[src/rtl/updown_timer_pkg.sv]
package updown_timer_pkg;
  localparam int ADDR_W = 2;
  localparam logic [ADDR_W-1:0] ADDR_CTRL   = 2'd0;
  localparam logic [ADDR_W-1:0] ADDR_COUNT  = 2'd1;
  localparam logic [ADDR_W-1:0] ADDR_STATUS = 2'd2;
  localparam int CTRL_W = 4;

  typedef struct packed {
    logic loadCnt;
    logic countEn;
    logic countDown;
    logic clrOvf;
    logic clrUnf;
  } dpStrobes_t;
endpackage

[src/rtl/updown_timer_ctrl.sv]
module updown_timer_ctrl
  import updown_timer_pkg::*;
(
  input  logic              clk,
  input  logic              rstN,
  input  logic              cntPulse,
  input  logic [ADDR_W-1:0] busAddr,
  input  logic              busAddrPhase,
  input  logic              busDataPhase,
  input  logic [CTRL_W-1:0] ctrlWrBits,
  input  logic              ovfFlag,
  input  logic              unfFlag,
  output dpStrobes_t        strobes,
  output logic [CTRL_W-1:0] ctrlWord,
  output logic              irqReq
);
  logic runBit, downBit, ovfIe, unfIe;
  logic [ADDR_W-1:0] latchedAddr;
  logic addrPending;
  logic commit;

  assign commit = busDataPhase && addrPending;

  // Address phase latches the target; data phase consumes it.
  always_ff @(posedge clk or negedge rstN) begin
    if (!rstN) begin
      latchedAddr <= '0;
      addrPending <= 1'b0;
    end else if (busAddrPhase) begin
      latchedAddr <= busAddr;
      addrPending <= 1'b1;
    end else if (commit) begin
      addrPending <= 1'b0;
    end
  end

  always_ff @(posedge clk or negedge rstN) begin
    if (!rstN) begin
      runBit  <= 1'b0;
      downBit <= 1'b0;
      ovfIe   <= 1'b0;
      unfIe   <= 1'b0;
    end else if (commit && latchedAddr == ADDR_CTRL) begin
      runBit  <= ctrlWrBits[0];
      downBit <= ctrlWrBits[1];
      ovfIe   <= ctrlWrBits[2];
      unfIe   <= ctrlWrBits[3];
    end
  end

  always_comb begin
    strobes.loadCnt   = commit && latchedAddr == ADDR_COUNT;
    // A colliding count write discards the pulse, and with it any wrap.
    strobes.countEn   = cntPulse && runBit && !strobes.loadCnt;
    strobes.countDown = downBit;
    strobes.clrOvf    = commit && latchedAddr == ADDR_STATUS && ctrlWrBits[0];
    strobes.clrUnf    = commit && latchedAddr == ADDR_STATUS && ctrlWrBits[1];
  end

  assign ctrlWord = {unfIe, ovfIe, downBit, runBit};
  assign irqReq   = (ovfFlag && ovfIe) || (unfFlag && unfIe);


  stopped_no_count_chk: assert property (@(posedge clk) disable iff (!rstN)
    !runBit |-> !strobes.countEn);
endmodule

[src/rtl/updown_timer_dp.sv]
module updown_timer_dp
  import updown_timer_pkg::*;
#(
  parameter int CNT_W = 16
) (
  input  logic             clk,
  input  logic             rstN,
  input  dpStrobes_t       strobes,
  input  logic [CNT_W-1:0] wrData,
  output logic [CNT_W-1:0] cntQ,
  output logic             ovfQ,
  output logic             unfQ
);
  localparam logic [CNT_W-1:0] CNT_MAX = '1;

  logic ovfSet, unfSet;
  assign ovfSet = strobes.countEn && !strobes.countDown && cntQ == CNT_MAX;
  assign unfSet = strobes.countEn &&  strobes.countDown && cntQ == '0;

  always_ff @(posedge clk or negedge rstN) begin
    if (!rstN) begin
      cntQ <= '0;
    end else if (strobes.loadCnt) begin
      cntQ <= wrData;
    end else if (strobes.countEn) begin
      cntQ <= strobes.countDown ? cntQ - 1'b1 : cntQ + 1'b1;
    end
  end

  // Sticky flags: a new wrap outranks a same-cycle clear.
  always_ff @(posedge clk or negedge rstN) begin
    if (!rstN) begin
      ovfQ <= 1'b0;
      unfQ <= 1'b0;
    end else begin
      ovfQ <= (ovfQ && !strobes.clrOvf) || ovfSet;
      unfQ <= (unfQ && !strobes.clrUnf) || unfSet;
    end
  end


  up_wrap_chk: assert property (@(posedge clk) disable iff (!rstN)
    (strobes.countEn && !strobes.countDown && cntQ == CNT_MAX) |=> (cntQ == '0 && ovfQ));

  down_wrap_chk: assert property (@(posedge clk) disable iff (!rstN)
    (strobes.countEn && strobes.countDown && cntQ == '0) |=> (cntQ == CNT_MAX && unfQ));

  write_wins_chk: assert property (@(posedge clk) disable iff (!rstN)
    strobes.loadCnt |=> cntQ == $past(wrData));

  no_overflow_chk: assert property (@(posedge clk) disable iff (!rstN)
    (strobes.loadCnt && !ovfQ && !unfQ) |=> (!ovfQ && !unfQ));

  sticky_ovf_chk: assert property (@(posedge clk) disable iff (!rstN)
    (ovfQ && !strobes.clrOvf) |=> ovfQ);
endmodule

[src/rtl/updown_timer.sv]
module updown_timer
  import updown_timer_pkg::*;
#(
  parameter int CNT_W = 16
) (
  input  logic             clk,
  input  logic             rstN,
  input  logic             cntPulse,
  input  logic [1:0]       busAddr,
  input  logic             busAddrPhase,
  input  logic             busDataPhase,
  input  logic [CNT_W-1:0] busWrData,
  output logic [CNT_W-1:0] busRdData,
  output logic             irqReq
);
  dpStrobes_t        strobes;
  logic [CNT_W-1:0]  cntQ;
  logic              ovfQ, unfQ;
  logic [CTRL_W-1:0] ctrlWord;

  updown_timer_ctrl u_ctrl (
    .clk(clk), .rstN(rstN), .cntPulse(cntPulse),
    .busAddr(busAddr), .busAddrPhase(busAddrPhase), .busDataPhase(busDataPhase),
    .ctrlWrBits(busWrData[CTRL_W-1:0]),
    .ovfFlag(ovfQ), .unfFlag(unfQ),
    .strobes(strobes), .ctrlWord(ctrlWord), .irqReq(irqReq)
  );

  updown_timer_dp #(.CNT_W(CNT_W)) u_dp (
    .clk(clk), .rstN(rstN), .strobes(strobes), .wrData(busWrData),
    .cntQ(cntQ), .ovfQ(ovfQ), .unfQ(unfQ)
  );

  always_comb begin
    unique case (busAddr)
      ADDR_CTRL:   busRdData = {{(CNT_W-CTRL_W){1'b0}}, ctrlWord};
      ADDR_COUNT:  busRdData = cntQ;
      ADDR_STATUS: busRdData = {{(CNT_W-2){1'b0}}, unfQ, ovfQ};
      default:     busRdData = '0;
    endcase
  end


  irq_follows_flag_chk: assert property (@(posedge clk) disable iff (!rstN)
    (ovfQ && ctrlWord[2]) |-> irqReq);
endmodule

[config.mk]
export PLATFORM = sky130hd
export DESIGN_NAME = updown_timer
export DESIGN_NICKNAME = d
export VERILOG_FILES = /design/src/rtl/updown_timer_pkg.sv /design/src/rtl/updown_timer_ctrl.sv /design/src/rtl/updown_timer_dp.sv /design/src/rtl/updown_timer.sv
export SDC_FILE = /design/constraint.sdc
export NUM_CORES = 1
export LEC_CHECK = 0
export CAP_MARGIN = 30
export CORE_MARGIN = 10
export CORE_UTILIZATION = 51
export CTS_CLUSTER_SIZE = 28
export DETAILED_ROUTE_END_ITERATION = 8
export DONT_BUFFER_PORTS = 1
export HOLD_SLACK_MARGIN = 0.12
export PLACE_DENSITY = 0.77
export SLEW_MARGIN = 20
export SYNTH_ARGS = -nofsm -noshare
export SYNTH_HDL_FRONTEND = slang
export SYNTH_SLANG_ARGS = --single-unit
[constraint.sdc]
create_clock -name clk -period 3 [get_ports clk]
set_clock_uncertainty 0.15 [all_clocks]
set_input_delay 0.9 -clock clk [delete_from_list [all_inputs] [get_ports clk]]
set_output_delay 0.9 -clock clk [all_outputs]
set_load 0.02 [all_outputs]
# Yosys cells after proc, flatten, opt, wreduce, memory -nomap -nowiden
# Index checks and enable logic that the tools add are counted.
# classes
add_sub_neg	2
n_reduce_logical	28
mux	6
eq_ne	5
# op_table
cell	n
16-bit two-way mux	3
16-bit case mux with 3 select lines	1
16-bit by 1-bit adder with 16-bit output (second input constant)	1
16-bit == test (second input constant)	1
1-bit logical AND	16
16-bit logical NOT	1
16-bit by 1-bit subtractor with 16-bit output (second input constant)	1
2-bit by 1-bit == test with 1-bit output (second input constant)	2
2-bit == test (second input constant)	2
1-bit logical NOT	4
2-bit logical NOT	2
2-bit nonzero test	2
1-bit logical OR	3
1-bit two-way mux	2
# totals
input_bits	23
elab_cells	50
ff_bits	25
out_inout_bits	17

# Logic depth before layout (Yosys ltp)
# logic_depth
depth_word	7
mapped_depth	8
mapped_depth_nobuf	8

# By module
# A second synthesis with hierarchy kept.
# hier_totals
hier_cells	239
hier_area_um2	2150.8
# modules_own_cells
module	cells_per_inst	area_per_inst_um2	instances
updown_timer_dp	187	1597.8	1
updown_timer_ctrl	28	370.4	1
updown_timer	24	182.7	1

# Worst setup path before layout
# OpenSTA, ideal clock, no wires.
# synth_path
path_kind	input to output
startpoint	in busAddr[0]
endpoint	out busRdData[10]
required_ns	1.950
path_stages	4
n_path_buf	2
arrival_time_ns	1.820
slack_ns	0.130
cell_sequence	clkbuf_1 nor2b_1 clkbuf_1 and2_1
# synth_between
elab_chain_cells	2
elab_cells_between_ends	4
classes_between	eq/ne (2); mux (1); reduce/logical (1)
# synth_lines
item	line_no	rtl
from (decl)	updown_timer.sv:9	input logic [1:0] busAddr,
2-bit == test (tied with other cells)	updown_timer.sv:35	unique case (busAddr)
16-bit case mux with 3 select lines *	updown_timer.sv:35	
to (decl)	updown_timer.sv:13	output logic [CNT_W-1:0] busRdData,
# Every way passes the cells marked *; elsewhere a longest branch is shown, timed or not.

# Worst setup path in the final report
# layout_path
startpoint	reg u_ctrl.downBit
endpoint	reg u_dp.cntQ[14]
# layout_between
elab_chain_cells	3
# layout_lines
item	line_no	rtl
from (decl)	updown_timer_ctrl.sv:17	logic runBit, downBit, ovfIe, unfIe;
from (signal assigned)	updown_timer_ctrl.sv:45	downBit <= ctrlWrBits[1];
16-bit two-way mux	updown_timer_dp.sv:26	cntQ <= strobes.countDown ? cntQ - 1'b1 : cntQ + 1'b1;
16-bit two-way mux	updown_timer_dp.sv:25	end else if (strobes.countEn) begin
16-bit two-way mux	updown_timer_dp.sv:23	end else if (strobes.loadCnt) begin
to (signal assigned)	updown_timer_dp.sv:24	cntQ <= wrData;
to (signal assigned)	updown_timer_dp.sv:26	
to (decl)	updown_timer_dp.sv:10	output logic [CNT_W-1:0] cntQ,
# No other way between the ends. The select of a mux whose other input is x is not followed.
# A chain may end at the register's enable or synchronous reset.

==> qor.csv <==
metric;value;unit
status;finished, final reports clean;
register area share after synthesis;30.9;%
Top FF cell, synth;dfrtp_1;
fmax;368;MHz
Ant. Diodes;0;
Ys Warns;0;
Mapped Cells;237;
switching part of the total;48.7;%
largest cells by area after synthesis;dfrtp_1 31%, ha_1 8.6%, a21oi_1 5.4%;
initial antenna violation count;0;
Avg Inst Size Synth;8.55;µm²
final setup fails;0;
post-synth cell types;49;
FFs w/ async S/R, synth;100;%
final hold vios;0;
r2r setup slk;0.28;ns
grt ovf;0;
Worst Path Buf+Inv;0;
worst hold slack;0.163;ns
Die ar.;0.00689;mm²
TritonRoute pass-1 iters;4;
total CTS buffers;3;
Worst path max stage delay;0.51;ns
All-Layer GR Usage;14.6;%
Top cell by count, worst path;a21oi_1;
Syn Std Cell Area;0.00203;mm²
top cell type by total area after synthesis;dfrtp_1;
number of global-route vias before repair;1712;
Crit Path Max Fanout;9;
CTS tree;built;
syn_nets;275;
Leak;0.916;nW
Post-CTS Setup Inserts;0;
core box area;0.00374;mm²
largest net degree at the start of global routing;26;
share of layout cells above drive strength 1;14.8;%
Critical Path RT;2.99;ns
Max Cap Viol;0;
Port Buffers;0;
#FFs+latches synth;25;
num ports;40;
CTS root buffer;clkbuf_8;
slowest cell on the critical path;dfrtp_1;
final WL;5360;µm
Post-Layout Cell Count;291;
crit end category;flop;
DR vias;1771;
RSZ-0062 raised after global routing;false;
Final min period;2.72;ns
P_sw;1.18;mW
first-pass GRT wire length;8770;µm
Final GP Congestion;0.951;
Slew @ Worst Pin;0.592;ns
drt via density;6.09;
clk_lat worst skew;0.27;ns
Tightest Hold Check Type;input pin to asynchronous set/reset pin;
Arr. time, crit path;2.71;ns
Vert. Die Dim;83.0;µm
combinational group share of total power;63.7;%
relative slew slack;60.2;%
CTS Hold Buffers Added;0;
Crit Path Category;flop to flop;
total power draw;2.42;mW
# rows;22;
maximum vdd drop;422;µV
Sink Count;25;
crit path cell chain;fa_1 > a21oi_1 > o21ai_1 > a2111oi_2 > nor2_1 > a221oi_2 > xor2_1 > a21oi_1;
number of synthesized flops with an enable pin;0;
CTS resizes;0;
Clk network pwr share;8.6;%
DRC Markers;0;
CTS H-tree depth;1;
Avg WL per Cell;18.4;µm
max-slew violations;0;
final setup TNS;0;ns
Sequential Power Share;27.7;%
Initial Utilization;54.1;%
clock slew at reported path FFs;0.09;ns
DIE WIDTH;83.0;µm
Routed Antenna Nets;0;
dpl cells;287;
Starting DRT DRC Count;157;
startpoint types;flop;
area growth from synthesis to layout;7.35;%
CP delay by family, top;compound AO/OA/AOI/OAI gates;
Final Cycle Share;90.6;%
HPWL Detailed;4160;µm
Core Util, Final;58.1;%
Yosys top cell area share;30.9;%
Pwr Density;1110;mW/mm²
clk buf depth;2;
Total Nets Final;282;
Pint;1.24;mW
registers in the layout, summed over array words and instances, names as in the netlist:
name / count
u_ctrl.addrPending: 1
u_ctrl.downBit: 1
u_ctrl.latchedAddr: 2
u_ctrl.ovfIe: 1
u_ctrl.runBit: 1
u_ctrl.unfIe: 1
u_dp.cntQ: 16
u_dp.ovfQ: 1
u_dp.unfQ: 1
cells in the final DEF (no fill, tap or decap), drive strengths merged, types with 2 or more instances in the layout:
| master | synthesis | routed |
|---|---|---|
| nand2 | 26 | 26 |
| a21oi | 26 | 26 |
| dfrtp | 25 | 25 |
| o21ai | 21 | 21 |
| nor2 | 20 | 20 |
| ha | 14 | 14 |
| and2 | 14 | 14 |
| buf | 0 | 8 |
| xor2 | 7 | 7 |
| nand3 | 6 | 6 |
| mux2 | 6 | 6 |
| xnor2 | 6 | 6 |
| or3 | 5 | 5 |
| mux2i | 4 | 4 |
| nand4 | 4 | 4 |
| inv | 4 | 4 |
| a21o | 4 | 4 |
| a31oi | 4 | 4 |
| nor4 | 3 | 3 |
| nor3 | 3 | 3 |
| clkbuf | 6 | 3 |
| nor3b | 3 | 3 |
| o21a | 3 | 3 |
| nor2b | 2 | 2 |
| nand4b | 2 | 2 |
| and3 | 2 | 2 |
| o21bai | 2 | 2 |
power by group through the flow:
stage | Sequential [mW] | Combinational (mW) | Clock, mW
after floorplan | 0.612 | 1.25 | 0
after global placement | 0.669 | 1.49 | 0
after detailed placement | 0.675 | 1.51 | 0
after CTS | 0.668 | 1.52 | 0.209
after global routing | 0.689 | 1.71 | 0.231
final | 0.669 | 1.54 | 0.207
synth_stat cells (2+ instances only):
cell	number
o21bai_1	2
o21ai_0	16
clkbuf_1	6
inv_1	4
a31oi_1	4
o21ai_1	4
xor2_1	7
a21o_1	4
mux2_2	6
and3_1	2
and2_1	13
xnor2_1	6
nor2b_1	2
or3_2	2
mux2i_1	4
nor4_1	3
nand3_1	6
nand2_1	25
nor3_1	3
nand4b_1	2
ha_1	14
nor3b_1	3
a21oi_1	22
dfrtp_1	25
nand4_1	4
or3_1	3
a21oi_2	3
o21a_1	2
nor2_1	20
path summary, 6_finish.rpt:
check,end,from,cells past startpoint
setup / recovery,u_dp.cntQ[14]$_DFFE_PN0P_,u_ctrl.downBit$_DFFE_PN0P_,8
hold / removal,u_ctrl.ovfIe$_DFFE_PN0P_,rstN,0
setup reg to reg,u_dp.cntQ[14]$_DFFE_PN0P_,u_ctrl.downBit$_DFFE_PN0P_,8
hold reg to reg,u_ctrl.addrPending$_DFFE_PN0P_,u_ctrl.addrPending$_DFFE_PN0P_,1
max in group asynchronous,u_dp.cntQ[8]$_DFFE_PN0P_,rstN,0
min in group clk,u_ctrl.addrPending$_DFFE_PN0P_,u_ctrl.addrPending$_DFFE_PN0P_,1
metrics by stage:
step / worst slack (ns) / cell area, µm²
floorplan: 0.130 / 2030
global placement: 0.417 / 2130
detailed placement: 0.318 / 2130
CTS: 0.288 / 2170
global route: 0.0782 / 2170
finish: 0.281 / 2170
metal layers:
layer	up-vias	global-route usage, %	wire (µm)
li1	873	-	-
met1	846	20.0	2480
met2	50	23.0	2580
met3	2	2.54	270
met4	0	3.69	38
met5	-	0	0
area by class of cell:
| cell class | instances | area, µm² |
|---|---|---|
| clock buffer | 3 | 41.3 |
| tap | 48 | 60.1 |
| clock inverter | 1 | 5.00 |
| multi-input combinational | 202 | 1370 |
| inverter | 4 | 15.0 |
| fill | 368 | 1570 |
| sequential | 25 | 626 |
| timing repair buffer | 8 | 60.1 |
cells by family after synthesis:
group	share of synthesized area (%)
compound gates	22.0
fa+ha+maj	9.64
simple gates	24.7
flops	30.9
xor+xnor	5.62
buf+inv	1.85
mux	5.31
Note: power is estimated with default switching activity, not from simulation.
